$ cat src/rtl/cfg_pin_sequencer.sv
module cfg_pin_sequencer #(
  parameter int CLK_PER_US = 100,
  parameter int POLL_US    = 30,
  parameter int TIMEOUT_US = 100000
) (
  input  logic clk,
  input  logic rst_n,
  input  logic start_i,
  input  logic init_n_i,
  input  logic done_i,
  output logic prog_n_o,
  output logic busy_o,
  output logic ready_o,
  output logic err_o
);

  localparam int DIV_W  = $clog2(CLK_PER_US + 1);
  localparam int POLL_W = $clog2(POLL_US + 1);
  localparam int TO_W   = $clog2(TIMEOUT_US + 1);
  localparam logic [DIV_W-1:0]  DIV_LAST  = DIV_W'(CLK_PER_US - 1);
  localparam logic [POLL_W-1:0] POLL_LAST = POLL_W'(POLL_US - 1);
  localparam logic [TO_W-1:0]   TO_LAST   = TO_W'(TIMEOUT_US - 1);

  typedef enum logic [1:0] {S_IDLE, S_HOLD_INIT, S_HOLD_DONE, S_RELEASE} st_t;
  st_t st;

  logic [1:0] init_sync, done_sync;
  logic [DIV_W-1:0]  div_cnt;
  logic [POLL_W-1:0] poll_cnt;
  logic [TO_W-1:0]   wait_us;
  logic init_s, done_s, us_tick, poll_hit, to_hit, want_met, advance, expire, restart;

  always_ff @(posedge clk or negedge rst_n) begin
    if (!rst_n) begin
      init_sync <= 2'b11;
      done_sync <= 2'b00;
    end else begin
      init_sync <= {init_sync[0], init_n_i};
      done_sync <= {done_sync[0], done_i};
    end
  end

  assign init_s   = init_sync[1];
  assign done_s   = done_sync[1];
  assign us_tick  = (div_cnt == DIV_LAST);
  assign poll_hit = us_tick && (poll_cnt == POLL_LAST);
  assign to_hit   = us_tick && (wait_us == TO_LAST);

  always_comb begin
    case (st)
      S_HOLD_INIT: want_met = !init_s;
      S_HOLD_DONE: want_met = !done_s;
      S_RELEASE:   want_met = init_s;
      default:     want_met = 1'b0;
    endcase
  end

  assign advance = (st != S_IDLE) && poll_hit && want_met;
  assign expire  = (st != S_IDLE) && to_hit && !advance;
  assign restart = ((st == S_IDLE) && start_i) || advance;
  assign busy_o  = (st != S_IDLE);

  always_ff @(posedge clk or negedge rst_n) begin
    if (!rst_n) begin
      div_cnt  <= '0;
      poll_cnt <= '0;
      wait_us  <= '0;
    end else if (restart || st == S_IDLE) begin
      div_cnt  <= '0;
      poll_cnt <= '0;
      wait_us  <= '0;
    end else begin
      div_cnt <= us_tick ? '0 : div_cnt + 1'b1;
      if (us_tick) begin
        poll_cnt <= poll_hit ? '0 : poll_cnt + 1'b1;
        wait_us  <= wait_us + 1'b1;
      end
    end
  end

  always_ff @(posedge clk or negedge rst_n) begin
    if (!rst_n) begin
      st       <= S_IDLE;
      prog_n_o <= 1'b1;
      ready_o  <= 1'b0;
      err_o    <= 1'b0;
    end else begin
      ready_o <= 1'b0;
      if (expire) begin
        st       <= S_IDLE;
        prog_n_o <= 1'b1;
        err_o    <= 1'b1;
      end else begin
        case (st)
          S_IDLE: if (start_i) begin
            st       <= S_HOLD_INIT;
            prog_n_o <= 1'b0;
            err_o    <= 1'b0;
          end
          S_HOLD_INIT: if (advance) st <= S_HOLD_DONE;
          S_HOLD_DONE: if (advance) begin
            st       <= S_RELEASE;
            prog_n_o <= 1'b1;
          end
          S_RELEASE: if (advance) begin
            st      <= S_IDLE;
            ready_o <= 1'b1;
          end
          default: st <= S_IDLE;
        endcase
      end
    end
  end

  assert_start_accept_R2: assert property (@(posedge clk) disable iff (!rst_n)
    (start_i && !busy_o) |=> (busy_o && !prog_n_o && !err_o));

  assert_hold_low_R4: assert property (@(posedge clk) disable iff (!rst_n)
    (st == S_HOLD_DONE) |-> !prog_n_o);

  assert_ready_single_R5: assert property (@(posedge clk) disable iff (!rst_n)
    ready_o |=> !ready_o);

  assert_ready_idle_R5: assert property (@(posedge clk) disable iff (!rst_n)
    ready_o |-> (!busy_o && prog_n_o && !err_o));

  assert_prog_only_busy_R6: assert property (@(posedge clk) disable iff (!rst_n)
    !busy_o |-> prog_n_o);

  assert_end_cause_R6: assert property (@(posedge clk) disable iff (!rst_n)
    $fell(busy_o) |-> (ready_o ^ err_o));

  assert_err_hold_R7: assert property (@(posedge clk) disable iff (!rst_n)
    (err_o && !(start_i && !busy_o)) |=> err_o);

endmodule

$ cat config.mk
export PLATFORM = sky130hd
export DESIGN_NAME = cfg_pin_sequencer
export DESIGN_NICKNAME = d
export VERILOG_FILES = /design/src/rtl/cfg_pin_sequencer.sv
export SDC_FILE = /design/constraint.sdc
export NUM_CORES = 1
export LEC_CHECK = 0
export ABC_AREA = 1
export BUFFER_PORTS_ARGS = -buffer_cell sky130_fd_sc_hd__buf_2
export CELL_PAD_IN_SITES_DETAIL_PLACEMENT = 0
export CELL_PAD_IN_SITES_GLOBAL_PLACEMENT = 1
export CORE_MARGIN = 8
export CORE_UTILIZATION = 40
export DETAILED_ROUTE_END_ITERATION = 10
export PLACE_DENSITY = 0.79
export SLEW_MARGIN = 30
export SYNTH_ARGS = -nofsm -noshare
export SYNTH_HDL_FRONTEND = slang
export SYNTH_SLANG_ARGS = --single-unit
$ cat constraint.sdc
create_clock -name clk -period 4.62 [get_ports clk]
set_input_delay 0.231 -clock clk [delete_from_list [all_inputs] [get_ports clk]]
set_output_delay 0.231 -clock clk [all_outputs]
set_load 0.01 [all_outputs]
### Word-level counts from Yosys, hierarchy flattened

Cells that the tools add are included.

* register bits after elaboration: 38
* latch bits: 0
* bits in writable memories: 0
* ROM bits: 0
* input port bits: 5
* output and inout port bits: 4
* memories: 0

* $add $sub $neg: 3
* multiply operators: 0
* divide/modulo/power cells: 0
* magnitude comparators: 0
* equality and inequality tests: 10
* shift operators: 0
* mux-type cells: 23
* bitwise logic cells: 0
* reduce and logical (&&, ||, !) cells: 21

Operator list (count)
* $mux W17: 2
* $add A17 B1 Y17 const B: 1
* $eq A17 B17 Y1 const B: 1
* $mux W5: 3
* $mux W7: 2
* $ne A3 B3 Y1 const B: 4
* $mux W2: 5
* $mux W1: 8
* $pmux W2 S4: 1
* $reduce_bool A2 Y1: 4
* $add A7 B1 Y7 const B: 1
* $eq A7 B7 Y1 const B: 1
* $logic_and A1 B1 Y1: 7
* $add A5 B1 Y5 const B: 1
* $eq A5 B5 Y1 const B: 1
* $eq A2 B2 Y1 const B: 2
* $reduce_and A4 Y1: 1
* $logic_not A1 Y1: 3
* $pmux W1 S3: 1
* $reduce_and A3 Y1: 1
* $reduce_bool A3 Y1: 1
* $eq A2 B1 Y1 const B: 1
* $logic_not A2 Y1: 1
* $logic_or A1 B1 Y1: 2
* other kinds (2): 2

### Logic depth before layout (Yosys ltp)

* depth after elaboration: 8
* depth in mapped cells: 11
* depth with buffers taken out: 11

### Worst setup path after synthesis

No wires, ideal clock.

* path type: register to register
* start point: reg st[0]
* end point: reg wait_us[9]
* library setup time: 124 ps
* data arrival time: 1403 ps
* setup slack: 3093 ps
* stages on the path, launching flop included: 11
* path buffers: 1
* cell sequence: dfrtp_1 inv_1 ha_1 nand2_1 nand3_1 nand2_1 nor2_1 nor2_2 buf_4 o21ai_0 a21oi_1

* cells in the longest elaborated chain, start to end: 6
* elaborated cells on any way between the ends: 13

Ends and longest elaborated chain
* start: declaration: RTL line 25 `st_t st;`
* start signal: assignment: RTL line 83 `st <= S_IDLE;`
* start signal: assignment: RTL line 90 `st <= S_IDLE;`
* start signal: assignment: RTL line 96 `st <= S_HOLD_INIT;`
* $eq A2 B2 Y1 (tied with other cells): RTL line 50 `case (st)`
* $pmux W1 S3 or $logic_and A1 B1 Y1 (tied branches): RTL line 50, 58
* $logic_and A1 B1 Y1: RTL line 58 `assign advance = (st != S_IDLE) && poll_hit && want_met;`
* $logic_or A1 B1 Y1: RTL line 60 `assign restart = ((st == S_IDLE) && start_i) || advance;`
* $logic_or A1 B1 Y1 *: RTL line 68 `end else if (restart || st == S_IDLE) begin`
* $mux W17 or $reduce_bool A2 Y1 (tied branches)
* end signal: assignment: RTL line 76 `wait_us <= wait_us + 1'b1;`
* end: declaration: RTL line 30 `logic [TO_W-1:0] wait_us;`

Mark *: on every way between the ends. The rest lies on a longest branch, timed or not.
A chain may end at the register's enable or synchronous reset.

### Worst setup path after layout

* start point: reg st[0]
* end point: reg wait_us[12]

Same word-level chain as after synthesis.

==> results.yml <==
finish:
  filler_cell_count: 521
  relative_area_change_from_synthesis_to_final_layout_pct: 10.0
  nets: 287
  most-common-layout-cells: "sky130_fd_sc_hd__nand2_1 (53), sky130_fd_sc_hd__nor2_1 (51), sky130_fd_sc_hd__dfrtp_1 (35), sky130_fd_sc_hd__inv_1 (32), sky130_fd_sc_hd__nand3_1 (23)"
  layout_commonest_cell: "sky130_fd_sc_hd__nand2_1"
  final-instance-count-excl-fill: 344
  antenna_diode_count: 0
  fin_util_pct: 45.2
  layout-drive-gt1-share_pct: 13.1
setup_path:
  r2r_setup_slack_ns: 2.68
  worst_r2r_startpoint: "st[0]$_DFFE_PN0P_"
  cp_data_arrival_time_ns: 2.15
  worstSetupStartpoint: "st[0]$_DFFE_PN0P_"
  critPathKind: "reg2reg"
  critical_path_peak_fanout: 12
  reg2reg_depth: 9
  reg2reg_to: "wait_us[12]$_DFFE_PN0P_"
  critPathLaunchType: "flop"
  worst_setup_path_end_kind: "flop"
  crit_required_ns: 4.83
clocking:
  clock_sinks: 38
  clock_pin_slew_on_the_worst_setup_and_hold_paths_ns: 0.07
  cts.path.max_buffers: 2
  hold_fix_buffers_at_cts: 0
  root_buffer: "sky130_fd_sc_hd__clkbuf_8"
  post_cts_buffers: 0
  cts_tree: "yes"
  cts.repair.resized: 0
  cts_buffers: 5
  htree_levels: 2
  clk_latency_ns: 0.29
drt:
  drc: 0
  detail_route.vias_per_cell: 4.62
  drtPass1Iterations: 4
  detailedRoute.firstIterationViolations: 42
  antenna_violating_nets_post_route: 0
  post_drt_wl_per_cell_um: 11.6
  vias: 1589
  routed_wl_um: 3990
sta:
  crit_share_post_route_pct: 42.1
  clock_period_minus_final_worst_setup_slack_ns: 1.94
  timing.setup.tns_ns: 0
  timing_worst_slew_pin_value_ns: 0.838
  rsz0062_at_grt: "false"
  timing.clock.skew_ns: 0.00820
  final-max-slew-violation-count: 0
  max-slew-margin-rel_pct: 44.1
  maxClockFrequency_mhz: 514
  finalHoldViolCount: 0
  fin_hold_ws_ns: 0.0372
  timing.final.setup_violations: 0
power:
  power_density_nw_per_um2: 418
  report.power.total_uw: 951
  peakVddDrop_v: 0.000230
  leakagePower_uw: 0.00108
die:
  die-area_um2: 7730
  core_um2: 5040
  io_pins: 9
  effective_utilization_at_floorplan_pct: 41.0
  die_height_um: 87.9
  core.rowCount: 26
  dieWidth_um: 87.9
global_routing:
  grt_start_max_net_pins: 39
  grt.overflow.total: 0
  grt_pass1_vias: 1621
  grt_first_pass_wirelength_um: 7240
  number_of_antenna_violations_at_the_first_check_in_global_routing: 0
  grt.total_usage_pct: 12.2
synth:
  synth_cell_types: 28
  synth_area_per_cell_um2: 7.96
  syn-num-nets: 274
  synth_warnings: 0
  mappedNetlistArea_um2: 2070
  number_of_synthesized_flops_with_an_enable_pin: 0
  async_flop_share_pct: 100
  post-synth-top-area-cell: "sky130_fd_sc_hd__dfrtp_1"
  synth_top_area_share_pct: 42.3
  share_of_the_yosys_chip_area_belonging_to_registers_pct: 46.1
  ys_seq_elements: 38
  synth_cells: 260
  synth_top_flop_cell: "sky130_fd_sc_hd__dfrtp_1"
  yosys-top-cells-area: "sky130_fd_sc_hd__dfrtp_1 (42%), sky130_fd_sc_hd__nand2_1 (9.6%), sky130_fd_sc_hd__nor2_1 (9.3%)"
placed_design:
  placedCellCount: 336
  place_hpwl_um: 2960
  io_buffer_count: 8
  gp_congestion: 0.781
status:
  outcome: "finished, final reports clean"
job:
  maxCapViolations: 0
worst_hold_path:
  timing.hold.worst.class: "in2async"
## logic make-up (layout without fill, tap and decap cells)
kind of cell / Yosys count / in the layout / share of synthesized area, %
compound gates: 22 / 22 / 5.93
xor+xnor: 8 / 8 / 3.39
fa+ha+maj: 9 / 9 / 5.44
buf+inv: 36 / 50 / 7.13
flops: 38 / 38 / 46.1
simple gates: 147 / 147 / 32.0
## stage by stage
step	worst slack (ns)	instance area, um2
floorplan	3.09	2070
global placement	2.77	2180
CTS	2.65	2280
global route	2.41	2280
finish	2.68	2280
detailed placement	2.67	2180
## report_power, final
| group | switching (uW) | leakage, uW | internal (uW) |
|---|---|---|---|
| Sequential | 24.2 | 0.000509 | 366 |
| Combinational | 219 | 0.000524 | 104 |
| Clock | 118 | 0.0000472 | 120 |
## critical path: stages (launching register included)
cell and delay (ns):
sky130_fd_sc_hd__dfrtp_1 0.39, sky130_fd_sc_hd__inv_1 0.09, sky130_fd_sc_hd__ha_1 0.26, sky130_fd_sc_hd__nand2_1 0.09, sky130_fd_sc_hd__nand3_1 0.07, sky130_fd_sc_hd__nand2_1 0.07, sky130_fd_sc_hd__nor2_1 0.07, sky130_fd_sc_hd__nor2_2 0.39
sky130_fd_sc_hd__inv_1 0.21, sky130_fd_sc_hd__nor3_1 0.21
## synthesized netlist by cell type (2+ instances only)
cell type                 instances
sky130_fd_sc_hd__inv_1           32
sky130_fd_sc_hd__nor2_1          51
sky130_fd_sc_hd__nor2_2           4
sky130_fd_sc_hd__nand2_2          2
sky130_fd_sc_hd__nor3_1           4
sky130_fd_sc_hd__nor2_4           3
sky130_fd_sc_hd__a21oi_1         10
sky130_fd_sc_hd__ha_1             9
sky130_fd_sc_hd__xor2_1           3
sky130_fd_sc_hd__dfrtp_1         35
sky130_fd_sc_hd__xnor2_1          5
sky130_fd_sc_hd__buf_4            2
sky130_fd_sc_hd__nand3_1         23
sky130_fd_sc_hd__or2_2            2
sky130_fd_sc_hd__nand2_1         53
sky130_fd_sc_hd__o21ai_0          8
sky130_fd_sc_hd__dfstp_2          3
## final cells by class
class                      instances  area [um2]  area share, %
sequential                        38         955           41.9
timing repair buffer               8        40.0           1.76
clock buffer                       6        82.6           3.63
multi-input combinational        186         967           42.5
clock inverter                     2        12.5          0.549
inverter                          34         133           5.82
tap                               70        87.6           3.85
## worst max-delay path by stage
| stage | slack (ns) | endpoint | cells past startpoint |
|---|---|---|---|
| 6_report | 2.68 | wait_us[12]$_DFFE_PN0P_ | 9 |
| 3_5_place_dp | 2.67 | wait_us[12]$_DFFE_PN0P_ | 9 |
| 5_1_grt | 2.41 | wait_us[12]$_DFFE_PN0P_ | 9 |
| 3_3_place_gp | 2.77 | wait_us[12]$_DFFE_PN0P_ | 9 |
| 2_1_floorplan | 3.09 | wait_us[9]$_DFFE_PN0P_ | 10 |
| 4_1_cts | 2.65 | wait_us[12]$_DFFE_PN0P_ | 9 |
## metal layers
layer / share of wire, % / GRT usage [%] / vias up
met5: 0 / 0 / -
met4: 1.7 / 5.16 / 0
met3: 2.5 / 3.47 / 7
met2: 47 / 20.0 / 13
met1: 49 / 14.5 / 729
li1: - / - / 840
## flip-flops by register name, summed over array words and instances, names as in the netlist
name       cells
st             2
div_cnt        7
prog_n_o       1
wait_us       17
init_sync      2
poll_cnt       5
ready_o        1
done_sync      2
err_o          1
No activity file was read; power rests on OpenSTA's default activity.
